--- src/rtl/wrap_pkg.sv ---
package wrap_pkg;
  typedef enum logic [1:0] {
    WRAP_PAGE  = 2'b00,
    WRAP_MAIN  = 2'b01,
    WRAP_MID   = 2'b10,
    WRAP_SMALL = 2'b11
  } wrap_code_e;
endpackage

--- src/rtl/wrap_len_decode.sv ---
module wrap_len_decode #(
  parameter int COL_W     = 12,
  parameter int PAGE_LEN  = 2112,
  parameter int MAIN_LEN  = 2048,
  parameter int MID_LEN   = 64,
  parameter int SMALL_LEN = 16
) (
  input  wrap_pkg::wrap_code_e code_i,
  output logic [COL_W-1:0]     len_o,
  output logic                 aligned_o,
  output logic [COL_W-1:0]     limit_o
);
  always_comb begin
    unique case (code_i)
      wrap_pkg::WRAP_PAGE: len_o = COL_W'(PAGE_LEN);
      wrap_pkg::WRAP_MAIN: len_o = COL_W'(MAIN_LEN);
      wrap_pkg::WRAP_MID:  len_o = COL_W'(MID_LEN);
      default:             len_o = COL_W'(SMALL_LEN);
    endcase
    // full-page window is anchored at 0; others are length-aligned
    aligned_o = (code_i != wrap_pkg::WRAP_PAGE);
    limit_o   = (code_i == wrap_pkg::WRAP_MAIN) ? COL_W'(MAIN_LEN) : COL_W'(PAGE_LEN);
  end
endmodule

--- src/rtl/wrap_window.sv ---
module wrap_window #(
  parameter int COL_W = 12
) (
  input  logic [COL_W-1:0] col_i,
  input  logic [COL_W-1:0] len_i,
  input  logic             aligned_i,
  input  logic [COL_W-1:0] limit_i,
  output logic [COL_W-1:0] base_o,
  output logic [COL_W-1:0] last_o,
  output logic [COL_W-1:0] first_o,
  output logic             err_o
);
  logic [COL_W-1:0] mask;

  always_comb begin
    mask    = len_i - COL_W'(1);
    err_o   = (col_i >= limit_i);
    first_o = err_o ? '0 : col_i;
    if (aligned_i) base_o = first_o & ~mask;
    else           base_o = '0;
    last_o  = base_o + mask;
  end
endmodule

--- src/rtl/wrap_counter.sv ---
module wrap_counter #(
  parameter int COL_W = 12
) (
  input  logic             clk_i,
  input  logic             rst_ni,
  input  logic             load_i,
  input  logic [COL_W-1:0] base_i,
  input  logic [COL_W-1:0] last_i,
  input  logic [COL_W-1:0] first_i,
  input  logic             err_i,
  input  logic             step_i,
  input  logic             stop_i,
  output logic [COL_W-1:0] col_o,
  output logic             active_o,
  output logic             wrap_o,
  output logic             err_o
);
  logic [COL_W-1:0] base_q, last_q;

  always_ff @(posedge clk_i or negedge rst_ni) begin
    if (!rst_ni) begin
      col_o    <= '0;
      base_q   <= '0;
      last_q   <= '0;
      active_o <= 1'b0;
      wrap_o   <= 1'b0;
      err_o    <= 1'b0;
    end else begin
      wrap_o <= 1'b0;
      if (load_i) begin
        col_o    <= first_i;
        base_q   <= base_i;
        last_q   <= last_i;
        err_o    <= err_i;
        active_o <= 1'b1;
      end else if (stop_i) begin
        active_o <= 1'b0;
        err_o    <= 1'b0;
      end else if (active_o && step_i) begin
        if (col_o == last_q) begin
          col_o  <= base_q;
          wrap_o <= 1'b1;
        end else begin
          col_o <= col_o + COL_W'(1);
        end
      end
    end
  end
endmodule

--- src/rtl/wrap_addr_gen.sv ---
module wrap_addr_gen #(
  parameter int COL_W     = 12,
  parameter int PAGE_LEN  = 2112,
  parameter int MAIN_LEN  = 2048,
  parameter int MID_LEN   = 64,
  parameter int SMALL_LEN = 16
) (
  input  logic             clk_i,
  input  logic             rst_ni,
  input  logic             start_i,
  input  logic [1:0]       code_i,
  input  logic [COL_W-1:0] col_i,
  input  logic             strobe_i,
  input  logic             stop_i,
  output logic [COL_W-1:0] col_o,
  output logic             active_o,
  output logic             wrap_o,
  output logic             err_o
);
  logic [COL_W-1:0] len, limit, base, last, first;
  logic             aligned, err_start;

  wrap_len_decode #(
    .COL_W(COL_W), .PAGE_LEN(PAGE_LEN), .MAIN_LEN(MAIN_LEN),
    .MID_LEN(MID_LEN), .SMALL_LEN(SMALL_LEN)
  ) i_decode (
    .code_i   (wrap_pkg::wrap_code_e'(code_i)),
    .len_o    (len),
    .aligned_o(aligned),
    .limit_o  (limit)
  );

  wrap_window #(.COL_W(COL_W)) i_window (
    .col_i    (col_i),
    .len_i    (len),
    .aligned_i(aligned),
    .limit_i  (limit),
    .base_o   (base),
    .last_o   (last),
    .first_o  (first),
    .err_o    (err_start)
  );

  wrap_counter #(.COL_W(COL_W)) i_counter (
    .clk_i   (clk_i),
    .rst_ni  (rst_ni),
    .load_i  (start_i),
    .base_i  (base),
    .last_i  (last),
    .first_i (first),
    .err_i   (err_start),
    .step_i  (strobe_i),
    .stop_i  (stop_i),
    .col_o   (col_o),
    .active_o(active_o),
    .wrap_o  (wrap_o),
    .err_o   (err_o)
  );
endmodule

--- config.mk ---
export PLATFORM = sky130hd
export DESIGN_NAME = wrap_addr_gen
export DESIGN_NICKNAME = d
export VERILOG_FILES = /design/src/rtl/wrap_pkg.sv /design/src/rtl/wrap_len_decode.sv /design/src/rtl/wrap_window.sv /design/src/rtl/wrap_counter.sv /design/src/rtl/wrap_addr_gen.sv
export SDC_FILE = /design/constraint.sdc
export NUM_CORES = 1
export LEC_CHECK = 0
export ABC_AREA = 1
export BUFFER_PORTS_ARGS = -buffer_cell sky130_fd_sc_hd__buf_2
export CORE_MARGIN = 10
export CORE_UTILIZATION = 50
export DETAILED_ROUTE_END_ITERATION = 7
export HOLD_SLACK_MARGIN = 0.15
export PLACE_DENSITY = 0.71
export SYNTH_ARGS = -nofsm -noshare
export SYNTH_HDL_FRONTEND = slang
export SYNTH_HIERARCHICAL = 1
export SYNTH_SLANG_ARGS = --single-unit
--- constraint.sdc ---
create_clock -name clk_i -period 2.5 [get_ports clk_i]
set_input_delay 0.375 -clock clk_i [delete_from_list [all_inputs] [get_ports clk_i]]
set_output_delay 0.375 -clock clk_i [all_outputs]
set_load 0.005 [all_outputs]
==> run summary, run 1 <==
status: finished with violations
failing checks: setup timing
core area: 7370 um2
number of global-route vias before repair: 3641
register area share after synthesis: 25.3%
initial drt markers: 240
number of CTS-inserted buffers: 5
Die Span X: 108 um
synth unique cells: 38
hold_buf cts: 0
pwr/cell area: 475 nW/um2
synth cell count leaders: nand2_1, inv_1, nor2_1
Final Max Slew Viols: 0
most numerous cell in the Yosys netlist: nand2_1
Pre-antenna DRT Iters: 5
GRT Resource Usage Total: 16.8%
CTS tree: built
number of antenna violations at the first check in global routing: 0
Via density: 4.88
clock net sink count: 39
WS Path Type: in2reg
number of H-tree levels: 2
Max FO, Critical Path: 5
IO buf count: 33
area of the die: 11600 um2
worst relative slew slack: 40.0%
PnR worst setup slack: -0.0935 ns
post-synth top area share: 25.3%
Synth async-reset ratio: 100%
WL/cell: 12.9 um
top area cells in the synthesized netlist: dfrtp_1, nand2_1, ha_1
Post-synth EDFFs: 0
clk_skew: 0.00471 ns
DRT antenna net count: 0
Clock transition at path regs: 0.08 ns
total power: 2320 uW
CTS root buffer: clkbuf_8
WL final: 10100 um
RSZ-0062 raised after global routing: true
Placed Instance Area: 4460 um2
Rows: 31
final setup violation count: 5
Worst Setup End Kind: register
fin crit share: 104%
synthesized area: 3850 um2
Post-Place Setup Slack: -0.414 ns
max cap viols: 0
syn avg cell area: 6.58 um2
final instance area: 4890 um2
synthesis-to-finish area growth: 26.9%
Starting Density: 52.3%
worst min path class: in2async
Synth Instances: 585
largest net degree at the start of global routing: 43
crit path DAT: 2.76 ns
clk_lat worst skew: 0.29 ns
GRT overflow: 0
detailed-placement wirelength estimate: 7510 um
maximum buffer depth of the clock tree: 2
antenna diode count: 0
via count: 3809
# DRC: 0
RD Place Congestion: 0.908
number of synthesized register bits: 39
fraction of layout cells with a size suffix above 1: 28.4%
Final Net Count: 726
Tmin final: 2.59 ns
first-pass GRT wire length: 16500 um
Pleak: 0.00273 uW
# IOs: 34
Startpoint Class: input port
FMAX: 0.386 GHz
Synth Warn #: 6
Final Hold Viols: 0
Slew @ Worst Pin: 0.901 ns
critical path required time: 2.67 ns
Most used DFF post-synth: dfrtp_1
Die Y: 108 um
worst vdd ir: 311 uV
cell taking the most area after synthesis: dfrtp_1
[critical path: stages]
cell and delay (ns):
buf_12 0.11, inv_12 0.04, nand2_4 0.04, inv_4 0.05, ha_4 0.19, nand2_1 0.06, inv_1 0.04, nand2_1 0.05
nand2_1 0.06, a21oi_2 0.21, nand2_4 0.09, inv_4 0.08, buf_12 0.13, nand2_8 0.05, nor3_4 0.21, ha_4 0.25
a21oi_4 0.17, nor2_2 0.06, nor2_1 0.12, o31ai_1 0.09, xor2_1 0.17, nand2_1 0.07, o21ai_1 0.06
[area by class of cell]
class	instances	area, um2
Sequential cell	39	976
Fill cell	626	2480
Tap cell	99	124
Timing Repair Buffer	103	722
Clock inverter	2	35.0
Inverter	83	332
Multi-Input combinational cell	449	2620
Clock buffer	6	82.6
[per-stage QoR]
stage | utilization, % | setup TNS, ns | instances | hold slack, ns
floorplan | - | -0.313 | 603 | 0.0794
global placement | 60.5 | -2.35 | 762 | 0.449
detailed placement | 60.5 | -2.74 | 762 | 0.457
CTS | 63.7 | 0 | 778 | 0.238
global route | 66.3 | -1.29 | 781 | 0.274
finish | 66.3 | -0.226 | 781 | 0.204
[per-layer routing]
layer  vias up  global-route usage [%]  wire length, um
met5         -                       0                0
met4         0                    5.73              238
met3        21                    2.16              480
met2       121                    29.1             5060
met1      1724                    20.8             4310
li1       1943                       -                -
[state kept, by name, indices dropped and copies added (netlist names)]
register	cells
i_counter/col_o	12
i_counter/last_q	12
i_counter/active_o	1
i_counter/base_q	12
i_counter/wrap_o	1
i_counter/err_o	1
[timing repair]
item                       CTS  global route
pin swaps                    8            26
hold endpoints to repair     0             0
gates resized for setup     10            36
setup buffers                8             3
setup endpoints to repair    7             7
gates cloned                 0             0
[power breakdown]
part	switching [uW]	internal, uW	leakage [uW]
clock network	223	323	0.0000612
logic	556	415	0.00218
registers	88.8	714	0.000492
[worst paths after layout]
path	start	end	slack (ns)	cells after the start
max in group asynchronous	rst_ni	i_counter/col_o[8]	1.73	1
hold reg to reg	i_counter/base_q[5]	i_counter/base_q[5]	0.47	2
min in group clk_i	stop_i	i_counter/wrap_o	0.28	2
hold / removal	rst_ni	i_counter/col_o[3]	0.20	1
setup / recovery	code_i[1]	i_counter/last_q[8]	-0.09	23
setup reg to reg	i_counter/col_o[0]	i_counter/col_o[8]	0.70	10
[placed cells by master, fill, tap and decap left out, types with 2 or more instances in the layout]
| master | netlist | layout |
|---|---|---|
| conb_1 | 2 | 20 |
| nor2_2 | 8 | 13 |
| nor3_2 | 9 | 4 |
| inv_2 | 12 | 11 |
| nand3_2 | 1 | 2 |
| ha_4 | 0 | 6 |
| a21oi_2 | 1 | 4 |
| ha_1 | 25 | 18 |
| nand2_2 | 8 | 11 |
| nor3_1 | 2 | 2 |
| nor2_1 | 55 | 49 |
| inv_4 | 1 | 3 |
| clkinv_1 | 3 | 3 |
| o21ai_0 | 16 | 9 |
| buf_12 | 1 | 2 |
| a21oi_4 | 0 | 2 |
| xnor2_1 | 5 | 4 |
| o21ai_1 | 0 | 6 |
| nor3_4 | 0 | 5 |
| clkbuf_8 | 0 | 6 |
| nand2_1 | 199 | 194 |
| mux2i_1 | 2 | 2 |
| xor2_1 | 22 | 21 |
| o21ai_2 | 1 | 2 |
| dfrtp_1 | 39 | 39 |
| buf_4 | 20 | 68 |
| nand4_1 | 3 | 3 |
| inv_1 | 67 | 65 |
| nand2_4 | 10 | 11 |
| nand3_1 | 39 | 38 |
| a21oi_1 | 14 | 9 |
| buf_2 | 8 | 32 |
[cell families after synthesis]
family          Yosys count  share of synthesized area, %
simple gates            338                          40.0
compound gates           36                          5.10
buf+inv                 115                          14.1
xor+xnor                 27                          6.14
flops                    39                          25.3
mux                       2                         0.520
fa+ha+maj                26                          8.64
other cells               2                         0.195
No activity file was read; power rests on OpenSTA's default activity.
==> run 2, diff against run 1 <==
==> constraint.sdc (replaced) <==
create_clock -name clk_i -period 2.5 [get_ports clk_i]
set_input_delay 0.25 -clock clk_i [delete_from_list [all_inputs] [get_ports clk_i]]
set_output_delay 0.25 -clock clk_i [all_outputs]
set_load 0.005 [all_outputs]
==> run 2 against run 1 <==
  * The run now ends clean
  * Global-route usage decreased by 0.48 points
  * Critical path depth unchanged
  * Register-to-register slack improved by 0.03 ns
  * Design area decreased by 4.2%
  * Clock-buffer cell count increased by 1
  * Maximum frequency increased by 3.9%
  * Combinational power decreased by 6.2%
  * Die area unchanged
  * Cell count decreased by 2.0%
  * Routed wire length decreased by 4.8%
  * Highest routed layer unchanged
==> run summary, run 2 (same netlist as run 1, synthesis figures left out) <==
Final Net Count: 710 (-2.2%)
worst vdd ir: 235 uV (-25%)
sw power: 840 uW (-3.3%)
FMAX: 0.401 GHz (+3.9%)
Max FO, Critical Path: 5 (unchanged)
clk_skew: 0.00522 ns (+0.000511 ns)
first-pass GRT wire length: 15900 um (-3.7%)
Crit path max-delay family: simple AND/OR/NAND/NOR gates
Pleak: 0.00262 uW (-4.2%)
maximum buffer depth of the clock tree: 2 (unchanged)
status: finished clean
synthesis-to-finish area growth: 21.6%
dpl cells: 751 (-1.4%)
GRT overflow: 0 (unchanged)
Crit-path slowest cell: ha_4
worst relative slew slack: 41.9% (+1.9 points)
R2R depth: 10 (unchanged)
RD Place Congestion: 0.931 (+2.5%)
Tmin final: 2.50 ns (-0.0981 ns)
WS Path Type: in2reg
Internal: 1290 uW (-11%)
fin crit share: 99.8% (-3.9 points)
WL final: 9610 um (-4.8%)
Clk pwr share: 19.5% (-4.0 points)
Die Y: 108 um (unchanged)
WL/cell: 12.6 um (-2.8%)
CTS root buffer: clkbuf_8
max cap viols: 0 (unchanged)
fillers: 684 (+9.3%)
via count: 3649 (-4.2%)
number of global-route vias before repair: 3554 (-2.4%)
worst min path class: in2reg
Die Span X: 108 um (unchanged)
CP bufs+invs: 6 (unchanged)
CP max stage delay: 0.26 ns (about the same)
area of the die: 11600 um2 (unchanged)
Logic pwr share: 42.8% (+0.9 points)
critical path required time: 2.67 ns (about the same)
number of H-tree levels: 2 (unchanged)
Starting Density: 52.3% (unchanged)
Pre-antenna DRT Iters: 4 (-1)
most frequent CP cell: nand2_2
Non-Filler Instances: 765 (-2.0%)
Slew @ Worst Pin: 0.872 ns (-0.0289 ns)
antenna diode count: 0 (unchanged)
Startpoint Class: input port
initial drt markers: 172 (-28%)
clk_lat worst skew: 0.30 ns (about the same)
clock net sink count: 39 (unchanged)
# IOs: 34 (unchanged)
pwr/cell area: 455 nW/um2 (-4.1%)
detailed-placement wirelength estimate: 7390 um (-1.6%)
number of antenna violations at the first check in global routing: 0 (unchanged)
RSZ-0062 raised after global routing: true
Via density: 4.77 (-2.2%)
Fin Setup TNS: 0 ns (+0.226 ns)
number of CTS-inserted buffers: 5 (unchanged)
final setup violation count: 0 (-5)
top flop regs: i_counter/base_q x12, i_counter/col_o x12, i_counter/last_q x12
GRT Resource Usage Total: 16.3% (-0.48 points)
crit path DAT: 2.67 ns (-0.09 ns)
Rows: 31 (unchanged)
# DRC: 0 (unchanged)
Worst Setup End Kind: register
Register Area: 976 um2 (unchanged)
Seq pwr share: 37.8% (+3.2 points)
Net Sw Frac: 39.4% (+2.0 points)
most frequent cells in the layout: nand2_1, inv_1, nor2_1, buf_4
Final Max Slew Viols: 0 (unchanged)
core area: 7370 um2 (unchanged)
DRT antenna net count: 0 (unchanged)
Final Hold Viols: 0 (unchanged)
critical-path cell list: buf_8 -> inv_4 -> nand2_2 -> inv_2 -> ha_4 -> nand2_2 -> inv_2 -> nand2_2 -> nand2_2 -> a21oi_2 -> nand2_2 -> inv_2 -> buf_12 -> nand2_4 -> nor3_4 -> ha_4 -> a21oi_4 -> nor2_1 -> nor2_1 -> o31ai_2 -> xor2_1 -> nand2_1 -> o21ai_1
Cells on Worst Hold Path: 2
fraction of layout cells with a size suffix above 1: 25.5% (-2.9 points)
CTS tree: built
commonest non-fill, non-tap cell in the layout: nand2_1
multi-input logic area: 2590 um2 (-1.1%)
WP depth: 23 (unchanged)
largest net degree at the start of global routing: 43 (unchanged)
Clock transition at path regs: 0.07 ns (about the same)
IO buf count: 33 (unchanged)
-- run 2: cell count changes in the layout (fill, tap and decap cells not counted), sizes merged --
cell	previous run	this run
dlygate4sd3	0	1
buf	103	86
clkbuf	6	7
bufinv	1	0
-- run 2: metal layers --
layer	share of wire (%)	track usage [%]	vias up
li1	-	-	1915
met1	44	20.6	1635
met2	49	27.3	82
met3	4.3	2.28	17
met4	2.4	6.49	0
met5	0	0	-
-- run 2: layout make-up --
type / instances / share of cell area (%)
Tap cell: 99 / 2.64
Clock buffer: 7 / 1.63
Clock inverter: 1 / 0.107
Sequential cell: 39 / 20.8
Inverter: 83 / 6.76
Multi-Input combinational cell: 449 / 55.3
Timing Repair Buffer: 87 / 12.7
-- run 2: worst reg2reg max path: stages (launching register included) --
cell and delay [ns]:
dfrtp_1 0.47, inv_1 0.13, nand2_1 0.06, nand2_1 0.05, nand3_1 0.10, nor2_2 0.15, nand3_2 0.25, nand2_1 0.26
nand2_1 0.08, nand3_1 0.07, nand2_1 0.05
-- run 2: through the flow --
stage | setup WS (ns) | total power, uW | instance area [um2] | utilization [%] | hold slack [ns]
floorplan | 0.0154 | 1390 | 3930 | - | -0.0456
global placement | -0.218 | 1620 | 4360 | 59.2 | 0.423
detailed placement | -0.274 | 1640 | 4360 | 59.2 | 0.421
CTS | 0.0399 | 2060 | 4450 | 60.4 | 0.152
global route | -0.178 | 2310 | 4680 | 63.5 | 0.161
finish | 0.00459 | 2130 | 4680 | 63.5 | 0.156
-- run 2: worst paths after layout --
kind	startpoint	end	slack, ns
max reg2reg	i_counter/col_o[0]	i_counter/col_o[8]	0.73
max	code_i[1]	i_counter/last_q[8]	0.005
max in group asynchronous	rst_ni	i_counter/base_q[1]	1.35
min in group asynchronous	rst_ni	i_counter/col_o[3]	0.60
min reg2reg	i_counter/base_q[5]	i_counter/base_q[5]	0.47
min	stop_i	i_counter/wrap_o	0.16
-- run 2: what timing repair did --
action / in CTS / in global routing
hold endpoints to repair: 39 / 0
resized for setup: 0 / 33
buffers inserted: 0 / 6
endpoints found under the setup margin: 0 / 7
hold buffers: 1 / 0
-- run 2: power by group through the flow --
| stage | Clock (uW) | Sequential, uW | Combinational, uW |
|---|---|---|---|
| floorplan | 0 | 799 | 593 |
| global placement | 0 | 809 | 811 |
| finish | 415 | 805 | 912 |
| global route | 459 | 818 | 1030 |
| detailed placement | 0 | 814 | 828 |
| CTS | 424 | 803 | 833 |
